<file path="config.mk">
export PLATFORM = sky130hd
export DESIGN_NAME = eeprom_mw
export DESIGN_NICKNAME = d
export VERILOG_FILES = /design/src/rtl/mw_pkg.sv /design/src/rtl/mw_sclk_edge.sv /design/src/rtl/mw_array.sv /design/src/rtl/mw_prog.sv /design/src/rtl/mw_ctrl.sv /design/src/rtl/eeprom_mw.sv
export SDC_FILE = /design/constraint.sdc
export NUM_CORES = 2
export LEC_CHECK = 0
export BUFFER_PORTS_ARGS = -buffer_cell sky130_fd_sc_hd__buf_2
export CAP_MARGIN = 30
export CORE_AREA = 8 8 413 617
export CTS_BUF_LIST = sky130_fd_sc_hd__clkbuf_4
export CTS_CLUSTER_DIAMETER = 200
export DETAILED_ROUTE_END_ITERATION = 8
export DIE_AREA = 0 0 421 625
export RECOVER_POWER = 25
export SLEW_MARGIN = 30
export SYNTH_ARGS = -nofsm -noshare
export SYNTH_HDL_FRONTEND = slang
export SYNTH_SLANG_ARGS = --single-unit
</file>
<file path="constraint.sdc">
create_clock -name clk -period 4.57 [get_ports clk]
set_input_delay 0.6855 -clock clk [delete_from_list [all_inputs] [get_ports clk]]
set_output_delay 0.6855 -clock clk [all_outputs]
set_load 0.05 [all_outputs]
</file>
<file path="src/rtl/mw_pkg.sv">
package mw_pkg;
  typedef enum logic [1:0] {
    OPC_EXT   = 2'b00,
    OPC_WRITE = 2'b01,
    OPC_READ  = 2'b10,
    OPC_ERASE = 2'b11
  } opc_t;

  typedef enum logic [1:0] {
    EXT_DIS  = 2'b00,
    EXT_FILL = 2'b01,
    EXT_WIPE = 2'b10,
    EXT_EN   = 2'b11
  } ext_t;

  typedef enum logic [1:0] {
    PG_WRITE,
    PG_ERASE,
    PG_FILL,
    PG_WIPE
  } pg_op_t;

  typedef enum logic [2:0] {
    ST_IDLE,
    ST_OPC,
    ST_ADDR,
    ST_DATA,
    ST_DONE,
    ST_READ
  } st_t;
endpackage

</file>
<file path="src/rtl/mw_sclk_edge.sv">
module mw_sclk_edge (
  input  logic clk,
  input  logic rst,
  input  logic cs,
  input  logic sclk,
  output logic sclk_rise,
  output logic cs_fall
);
  logic sclk_q, cs_q;

  always_ff @(posedge clk) begin
    if (rst) begin
      sclk_q <= 1'b0;
      cs_q   <= 1'b0;
    end else begin
      sclk_q <= sclk;
      cs_q   <= cs;
    end
  end

  assign sclk_rise = sclk & ~sclk_q;
  assign cs_fall   = ~cs & cs_q;
endmodule

</file>
<file path="src/rtl/mw_array.sv">
module mw_array #(
  parameter int WORD_W = 16,
  parameter int WORDS  = 128,
  localparam int WA    = $clog2(WORDS),
  localparam int HALF  = WORD_W / 2
) (
  input  logic              clk,
  input  logic              we,
  input  logic [1:0]        be,
  input  logic [WA-1:0]     waddr,
  input  logic [WORD_W-1:0] wdata,
  input  logic [WA-1:0]     raddr,
  output logic [WORD_W-1:0] rdata
);
  for (genvar g = 0; g < 2; g++) begin : g_bank
    logic [HALF-1:0] mem [WORDS];
    logic [HALF-1:0] rd_q;
    always_ff @(posedge clk) begin
      if (we && be[g]) mem[waddr] <= wdata[g*HALF +: HALF];
      rd_q <= mem[raddr];
    end
    assign rdata[g*HALF +: HALF] = rd_q;
  end
endmodule

</file>
<file path="src/rtl/mw_prog.sv">
module mw_prog
  import mw_pkg::*;
#(
  parameter int WORD_W      = 16,
  parameter int WORDS       = 128,
  parameter int PROG_CYCLES = 160,
  localparam int WA         = $clog2(WORDS),
  localparam int HALF       = WORD_W / 2,
  localparam int CW         = $clog2(PROG_CYCLES + 1)
) (
  input  logic              clk,
  input  logic              rst,
  input  logic              start,
  input  pg_op_t            op,
  input  logic              org,
  input  logic [WA:0]       loc,
  input  logic [WORD_W-1:0] data,
  output logic              busy,
  output logic              we,
  output logic [1:0]        be,
  output logic [WA-1:0]     waddr,
  output logic [WORD_W-1:0] wdata
);
  logic [CW-1:0]     cnt;
  pg_op_t            op_q;
  logic              org_q;
  logic [WA:0]       loc_q;
  logic [WORD_W-1:0] data_q;
  logic              single, erase;

  always_ff @(posedge clk) begin
    if (rst) begin
      busy   <= 1'b0;
      cnt    <= '0;
      op_q   <= PG_WRITE;
      org_q  <= 1'b1;
      loc_q  <= '0;
      data_q <= '0;
    end else if (start && !busy) begin
      busy   <= 1'b1;
      cnt    <= '0;
      op_q   <= op;
      org_q  <= org;
      loc_q  <= loc;
      data_q <= data;
    end else if (busy) begin
      if (cnt == CW'(PROG_CYCLES - 1)) busy <= 1'b0;
      cnt <= cnt + 1'b1;
    end
  end

  // Single-location ops write in the first busy cycle; bulk ops sweep one word per cycle.
  assign single = (op_q == PG_WRITE) || (op_q == PG_ERASE);
  assign erase  = (op_q == PG_ERASE) || (op_q == PG_WIPE);
  assign we     = busy && (single ? (cnt == '0) : (cnt < CW'(WORDS)));
  assign waddr  = single ? (org_q ? loc_q[WA-1:0] : loc_q[WA:1]) : cnt[WA-1:0];
  assign be     = (single && !org_q) ? {~loc_q[0], loc_q[0]} : 2'b11;
  assign wdata  = erase ? '1 : (org_q ? data_q : {2{data_q[HALF-1:0]}});
endmodule

</file>
<file path="src/rtl/mw_ctrl.sv">
module mw_ctrl
  import mw_pkg::*;
#(
  parameter int WORD_W = 16,
  parameter int WORDS  = 128,
  localparam int WA    = $clog2(WORDS),
  localparam int HALF  = WORD_W / 2,
  localparam int AWF   = WA + 2,
  localparam int CNTW  = $clog2(WORD_W + AWF)
) (
  input  logic              clk,
  input  logic              rst,
  input  logic              cs,
  input  logic              sdi,
  input  logic              org,
  input  logic              sclk_rise,
  input  logic              cs_fall,
  input  logic              busy,
  input  logic [WORD_W-1:0] rdata,
  output logic [WA-1:0]     raddr,
  output logic              prog_start,
  output pg_op_t            prog_op,
  output logic [WA:0]       prog_loc,
  output logic [WORD_W-1:0] prog_data,
  output logic              wen,
  output logic              sdo,
  output logic              sdo_oe
);
  st_t               state;
  logic [CNTW-1:0]   bitcnt, addr_last, data_last;
  logic [AWF-2:0]    addr_sr;
  logic [AWF-1:0]    a_full;
  logic [1:0]        opc, ext_code;
  logic [WA:0]       loc, loc_next;
  logic [WORD_W-1:0] shreg, data_sr;
  logic [HALF-1:0]   byte_sel;
  logic              show_status, pend, load_req, load_cap;
  pg_op_t            pend_op;

  assign addr_last = org ? CNTW'(AWF - 2) : CNTW'(AWF - 1);
  assign data_last = org ? CNTW'(WORD_W - 1) : CNTW'(HALF - 1);
  assign a_full    = {addr_sr, sdi};
  assign ext_code  = org ? a_full[AWF-2 -: 2] : a_full[AWF-1 -: 2];
  assign loc_next  = org ? {1'b0, loc[WA-1:0] + 1'b1} : loc + 1'b1;
  assign raddr     = org ? loc[WA-1:0] : loc[WA:1];
  assign byte_sel  = loc[0] ? rdata[HALF-1:0] : rdata[WORD_W-1:HALF];

  assign prog_start = cs_fall && (state == ST_DONE) && pend && wen && !busy;
  assign prog_op    = pend_op;
  assign prog_loc   = loc;
  assign prog_data  = data_sr;

  always_ff @(posedge clk) begin
    if (rst) begin
      state <= ST_IDLE; bitcnt <= '0; addr_sr <= '0; opc <= '0;
      loc <= '0; shreg <= '0; data_sr <= '0; wen <= 1'b0;
      show_status <= 1'b0; pend <= 1'b0; pend_op <= PG_WRITE;
      load_req <= 1'b0; load_cap <= 1'b0; sdo <= 1'b0; sdo_oe <= 1'b0;
    end else begin
      load_req <= 1'b0;
      load_cap <= load_req;
      if (load_cap) begin
        shreg <= org ? rdata : {byte_sel, {HALF{1'b0}}};
        loc   <= loc_next;
      end
      if (prog_start) show_status <= 1'b1;

      // Output enable: status while idle, read data while streaming, else released.
      if (!cs) sdo_oe <= 1'b0;
      else if (state == ST_IDLE && show_status) begin
        sdo_oe <= 1'b1;
        sdo    <= ~busy;
      end else if (state != ST_READ) sdo_oe <= 1'b0;

      if (!cs) state <= ST_IDLE;
      else if (sclk_rise && !busy) begin
        case (state)
          ST_IDLE: if (sdi) begin
            state <= ST_OPC; bitcnt <= '0; addr_sr <= '0;
            show_status <= 1'b0; pend <= 1'b0;
          end
          ST_OPC: begin
            opc <= {opc[0], sdi};
            bitcnt <= bitcnt + 1'b1;
            if (bitcnt == CNTW'(1)) begin state <= ST_ADDR; bitcnt <= '0; end
          end
          ST_ADDR: begin
            addr_sr <= a_full[AWF-2:0];
            bitcnt  <= bitcnt + 1'b1;
            if (bitcnt == addr_last) begin
              bitcnt <= '0;
              loc    <= org ? {1'b0, a_full[WA-1:0]} : a_full[WA:0];
              state  <= ST_DONE;
              case (opc_t'(opc))
                OPC_READ:  begin state <= ST_READ; load_req <= 1'b1; sdo <= 1'b0; sdo_oe <= 1'b1; end
                OPC_WRITE: begin state <= ST_DATA; pend_op <= PG_WRITE; end
                OPC_ERASE: begin pend <= 1'b1; pend_op <= PG_ERASE; end
                default: case (ext_t'(ext_code))
                  EXT_EN:   wen <= 1'b1;
                  EXT_DIS:  wen <= 1'b0;
                  EXT_WIPE: begin pend <= 1'b1; pend_op <= PG_WIPE; end
                  default:  begin state <= ST_DATA; pend_op <= PG_FILL; end
                endcase
              endcase
            end
          end
          ST_DATA: begin
            data_sr <= {data_sr[WORD_W-2:0], sdi};
            bitcnt  <= bitcnt + 1'b1;
            if (bitcnt == data_last) begin state <= ST_DONE; pend <= 1'b1; end
          end
          ST_READ: begin
            sdo    <= shreg[WORD_W-1];
            shreg  <= {shreg[WORD_W-2:0], 1'b0};
            bitcnt <= bitcnt + 1'b1;
            if (bitcnt == data_last) begin bitcnt <= '0; load_req <= 1'b1; end
          end
          default: ;
        endcase
      end
    end
  end
endmodule

</file>
<file path="src/rtl/eeprom_mw.sv">
module eeprom_mw
  import mw_pkg::*;
#(
  parameter int WORD_W      = 16,
  parameter int WORDS       = 128,
  parameter int PROG_CYCLES = 160,
  localparam int WA         = $clog2(WORDS)
) (
  input  logic clk,
  input  logic rst,
  input  logic cs,
  input  logic sclk,
  input  logic sdi,
  input  logic org,
  output logic sdo,
  output logic sdo_oe
);
  logic              sclk_rise, cs_fall, busy, wen, prog_start;
  logic              mem_we;
  logic [1:0]        mem_be;
  logic [WA-1:0]     mem_waddr, mem_raddr;
  logic [WORD_W-1:0] mem_wdata, mem_rdata, prog_data;
  logic [WA:0]       prog_loc;
  pg_op_t            prog_op;

  mw_sclk_edge u_edge (
    .clk(clk), .rst(rst), .cs(cs), .sclk(sclk),
    .sclk_rise(sclk_rise), .cs_fall(cs_fall)
  );

  mw_ctrl #(.WORD_W(WORD_W), .WORDS(WORDS)) u_ctrl (
    .clk(clk), .rst(rst), .cs(cs), .sdi(sdi), .org(org),
    .sclk_rise(sclk_rise), .cs_fall(cs_fall), .busy(busy),
    .rdata(mem_rdata), .raddr(mem_raddr), .prog_start(prog_start),
    .prog_op(prog_op), .prog_loc(prog_loc), .prog_data(prog_data),
    .wen(wen), .sdo(sdo), .sdo_oe(sdo_oe)
  );

  mw_prog #(.WORD_W(WORD_W), .WORDS(WORDS), .PROG_CYCLES(PROG_CYCLES)) u_prog (
    .clk(clk), .rst(rst), .start(prog_start), .op(prog_op), .org(org),
    .loc(prog_loc), .data(prog_data), .busy(busy), .we(mem_we),
    .be(mem_be), .waddr(mem_waddr), .wdata(mem_wdata)
  );

  mw_array #(.WORD_W(WORD_W), .WORDS(WORDS)) u_array (
    .clk(clk), .we(mem_we), .be(mem_be), .waddr(mem_waddr),
    .wdata(mem_wdata), .raddr(mem_raddr), .rdata(mem_rdata)
  );
endmodule

</file>
==> impl_results.md <==
* Layout Cells excl Fill at 11200
* Initial Util at between 30% and 40%
* DR DRC count at 0
* Via Count at ~74000
* Top Ports at 8
* Routed Antenna Nets at 0
* Routed WL per cell at roughly 34 microns
* Congestion Overflow GR at 0
* Cts hold-fix bufs at 7
* Max cap viols at 11
* Crit-path cells: buf_12, buf_4, mux2_2, o221ai_1, a211oi_1, a21oi_1, nand4_1, nor3_1, nor4_1
* Post-synth EDFFs at 2048
* Synth cell types at 87
* CP Max Fanout at 69
* Async set-reset flop share out of synthesis at 0%
* DP Area at approximately 100000 sq um
* H-tree levels at 6
* Syn Inst Count at 7108
* Leak at 29.0 nW
* # clock sinks at 2169
* Drt total wl at 383 mm
* Share of cells above drive strength 1 at 25.4%
* Final nets at 7610
* Top post-synthesis cells by area: edfxtp_1 63%, mux2_2 6.4%, o221ai_1 3.8%
* Fin. max-slew vios at a little under 700
* Post-detail-place hpwl at 244 mm
* CP arrival at 5.50 ns
* Synth-to-layout area growth at 13.5%
* Post-route minimum period at about 4.3 ns
* Postcts setup bufs at 0
* WP data required at 5.73 ns
* Largest net degree at the start of global routing at 129
* Endpoints failing hold at 0
* Cell Rows at 223
* Die area at 263000 sq um
* CP Capture Type: register
* Fmax at roughly 0.23 GHz
* Worst setup SP type: register
* Initial antenna violation count at 19
* Worst-Margin Slew at approximately 3.4 ns
* Post-synthesis sequential area ratio at 65.5%
* Critical path type: register to register
* CTS max path bufs at 4
* Unrepaired setup endpoints after global routing: false
* Final setup vio count at 0
* Most common cell after layout, fill and taps aside: edfxtp_1
* Mean Syn Cell Area at 13.7 sq um
* Syn Nets at 7126
* Post-CTS Resized at 0
* R2R cell count at 9
* Die W at 421 microns
* P per Cell Area at 345 nW/um^2
* Most frequent cells in the layout: 2048 x edfxtp_1, 732 x clkbuf_4, 598 x nor2_1, 553 x mux2_2, 477 x buf_4
* Clock buffer count from CTS at 524
* Final period utilization at 95.2%
* Design area at 111000 sq um
* Synth Register Bits at 2169
* PortBufs at 7
* First-pass DRT Iterations at 8
* Slowest-stage cell, CP: dfxtp_4
* Status: finished, violations left
* Share of the synthesized area in the top cell type at between 60 and 70%
* Fillers at 22000
* Crit-path max cell delay at 0.81 ns
* Clock skew at 0.105 ns
* CTS tree: yes
* Synth area leader: edfxtp_1
* Tot GR Track Use at 27.5%
* Hold Path Class: primary input to register
* Clock Pin Slew Worst Setup and Hold Paths at 0.07 ns
* Synth warn at 0
* Placed instance count at ~10000
* Hold Crit Depth at 4
* Clk_lat worst skew at about 1.3 ns
* Maximum VDD drop at 0.206 mV
* Vert. Die Dim at ~630 microns
* Post-synthesis cell area at 97600 sq um
* CTS root buffer: clkbuf_4
* Slew HR at -123%
* Vias per cell at 6.55
* Vias in the first global route at between 70000 and 80000
* GPL Wtd Cong at 0.959
* Failing checks: capacitance limit, slew limit
* Primary FF master, synth: edfxtp_1
* Iteration-0 DRC Markers at 8894
* Core area at ~250000 sq um
* First-pass GRT wire length at around 530 mm
## metal layers
| layer | track usage [%] | wire [microns] | part of all wire, % |
|---|---|---|---|
| met1 | 30.2 | 128000 | 33 |
| met2 | 45.4 | 180000 | 47 |
| met3 | 5.06 | 33500 | 8.8 |
| met4 | 24.6 | 40800 | 11 |
| met5 | 0 | 20 | 0.0052 |
## sequential cells by signal (all words and copies together), names as in the netlist, 2 cells and up
name / count
u_array.g_bank.mem: 2048
u_array.g_bank.rd_q: 16
u_ctrl.addr_sr: 8
u_ctrl.bitcnt: 5
u_ctrl.opc: 2
u_ctrl.prog_data: 16
u_ctrl.prog_loc: 8
u_ctrl.prog_op: 2
u_ctrl.shreg: 16
u_ctrl.state: 3
u_prog.cnt: 8
u_prog.data_q: 16
u_prog.loc_q: 8
u_prog.op_q: 2
## worst max-delay path, delay by kind of cell, from the launching register on
kind / cells / cell delay [ns]
AND/OR/NAND/NOR: 3 / 1.41
buffers and inverters: 2 / 0.93
flip-flops: 1 / 0.81
AO/OA/AOI/OAI: 3 / 0.45
multiplexers: 1 / 0.39
## path summary, 6_finish.rpt
| check | end | start | slack [ns] |
|---|---|---|---|
| max | u_array.g_bank[1].rd_q[1] | u_ctrl.prog_loc[0] | 0.22 |
| min | u_prog.org_q | org | 0.08 |
| max reg2reg | u_array.g_bank[1].rd_q[1] | u_ctrl.prog_loc[0] | 0.22 |
| min reg2reg | u_prog.data_q[15] | u_ctrl.prog_data[15] | 0.45 |
## cell families (layout without fill, tap and decap cells)
logic type | after synthesis | after routing | synth area share (%)
flip-flops | 2169 | 2169 | 65.5
AO/OA/AOI/OAI | 2106 | 2106 | 15.1
AND/OR/NAND/NOR | 1238 | 1238 | 5.74
multiplexers | 903 | 903 | 10.1
buffers and inverters | 663 | 1506 | 3.23
XOR/XNOR | 17 | 17 | 0.153
adder cells (fa/ha/maj) | 12 | 12 | 0.154
other | 0 | 15 | 0
## power breakdown
group	total, W	switching, W	internal [W]
registers	0.0214	0.00000521	0.0214
logic	0.000451	0.000338	0.000113
clock network	0.0164	0.00799	0.00838
total	0.0382	0.00833	0.0299
## cells in the mapped netlist (14+ instances only)
cell and number:
inv_1 52, a22oi_1 15, nand2b_1 18, o221ai_1 429, clkbuf_1 211, o31ai_1 19
or2_2 17, buf_1 42, o2111ai_1 36, o221a_2 22, nor2_1 617, o22ai_1 464
or4_1 14, nor4_1 55, a2111oi_0 24, nor2b_1 24, nand2_1 226, mux2i_1 338
a21oi_1 353, edfxtp_1 2048, nand3_1 24, o21ai_0 245, buf_2 283, nand4_1 30
buf_4 66, a2bb2oi_1 71, o22a_1 22, or3_1 26, a221oi_1 53, a211oi_1 101
nor3_1 124, a211o_1 43, a31oi_1 17, o21a_1 29, dfxtp_1 121, mux2_2 554
o211ai_1 84
## layout make-up
class | instances | area (sq um) | area share [%]
Antenna cell | 15 | 37.5 | 0.0339
Clock buffer | 729 | 5470 | 4.94
Clock inverter | 156 | 1100 | 0.991
Inverter | 53 | 214 | 0.193
Multi-Input combinational cell | 4276 | 30900 | 27.9
Sequential cell | 2169 | 63900 | 57.7
Tap cell | 3262 | 4080 | 3.68
Timing Repair Buffer | 568 | 5100 | 4.60
## per-stage QoR
stage / hold slack (ns) / utilization (%) / TNS, ns / total power, W / setup slack [ns]
final: 0.0780 / 45.2 / 0 / 0.0382 / 0.221
after floorplan: 0.414 / - / 0 / 0.0221 / 1.28
after CTS: 0.0161 / 45.2 / 0 / 0.0384 / 0.336
after global routing: 0.117 / 45.2 / 0 / 0.0392 / 0.126
after detailed placement: 0.436 / 42.5 / 0 / 0.0223 / 0.196
after global placement: 0.434 / 42.4 / -0.645 / 0.0223 / -0.347
(Power assumes the default switching activity.)
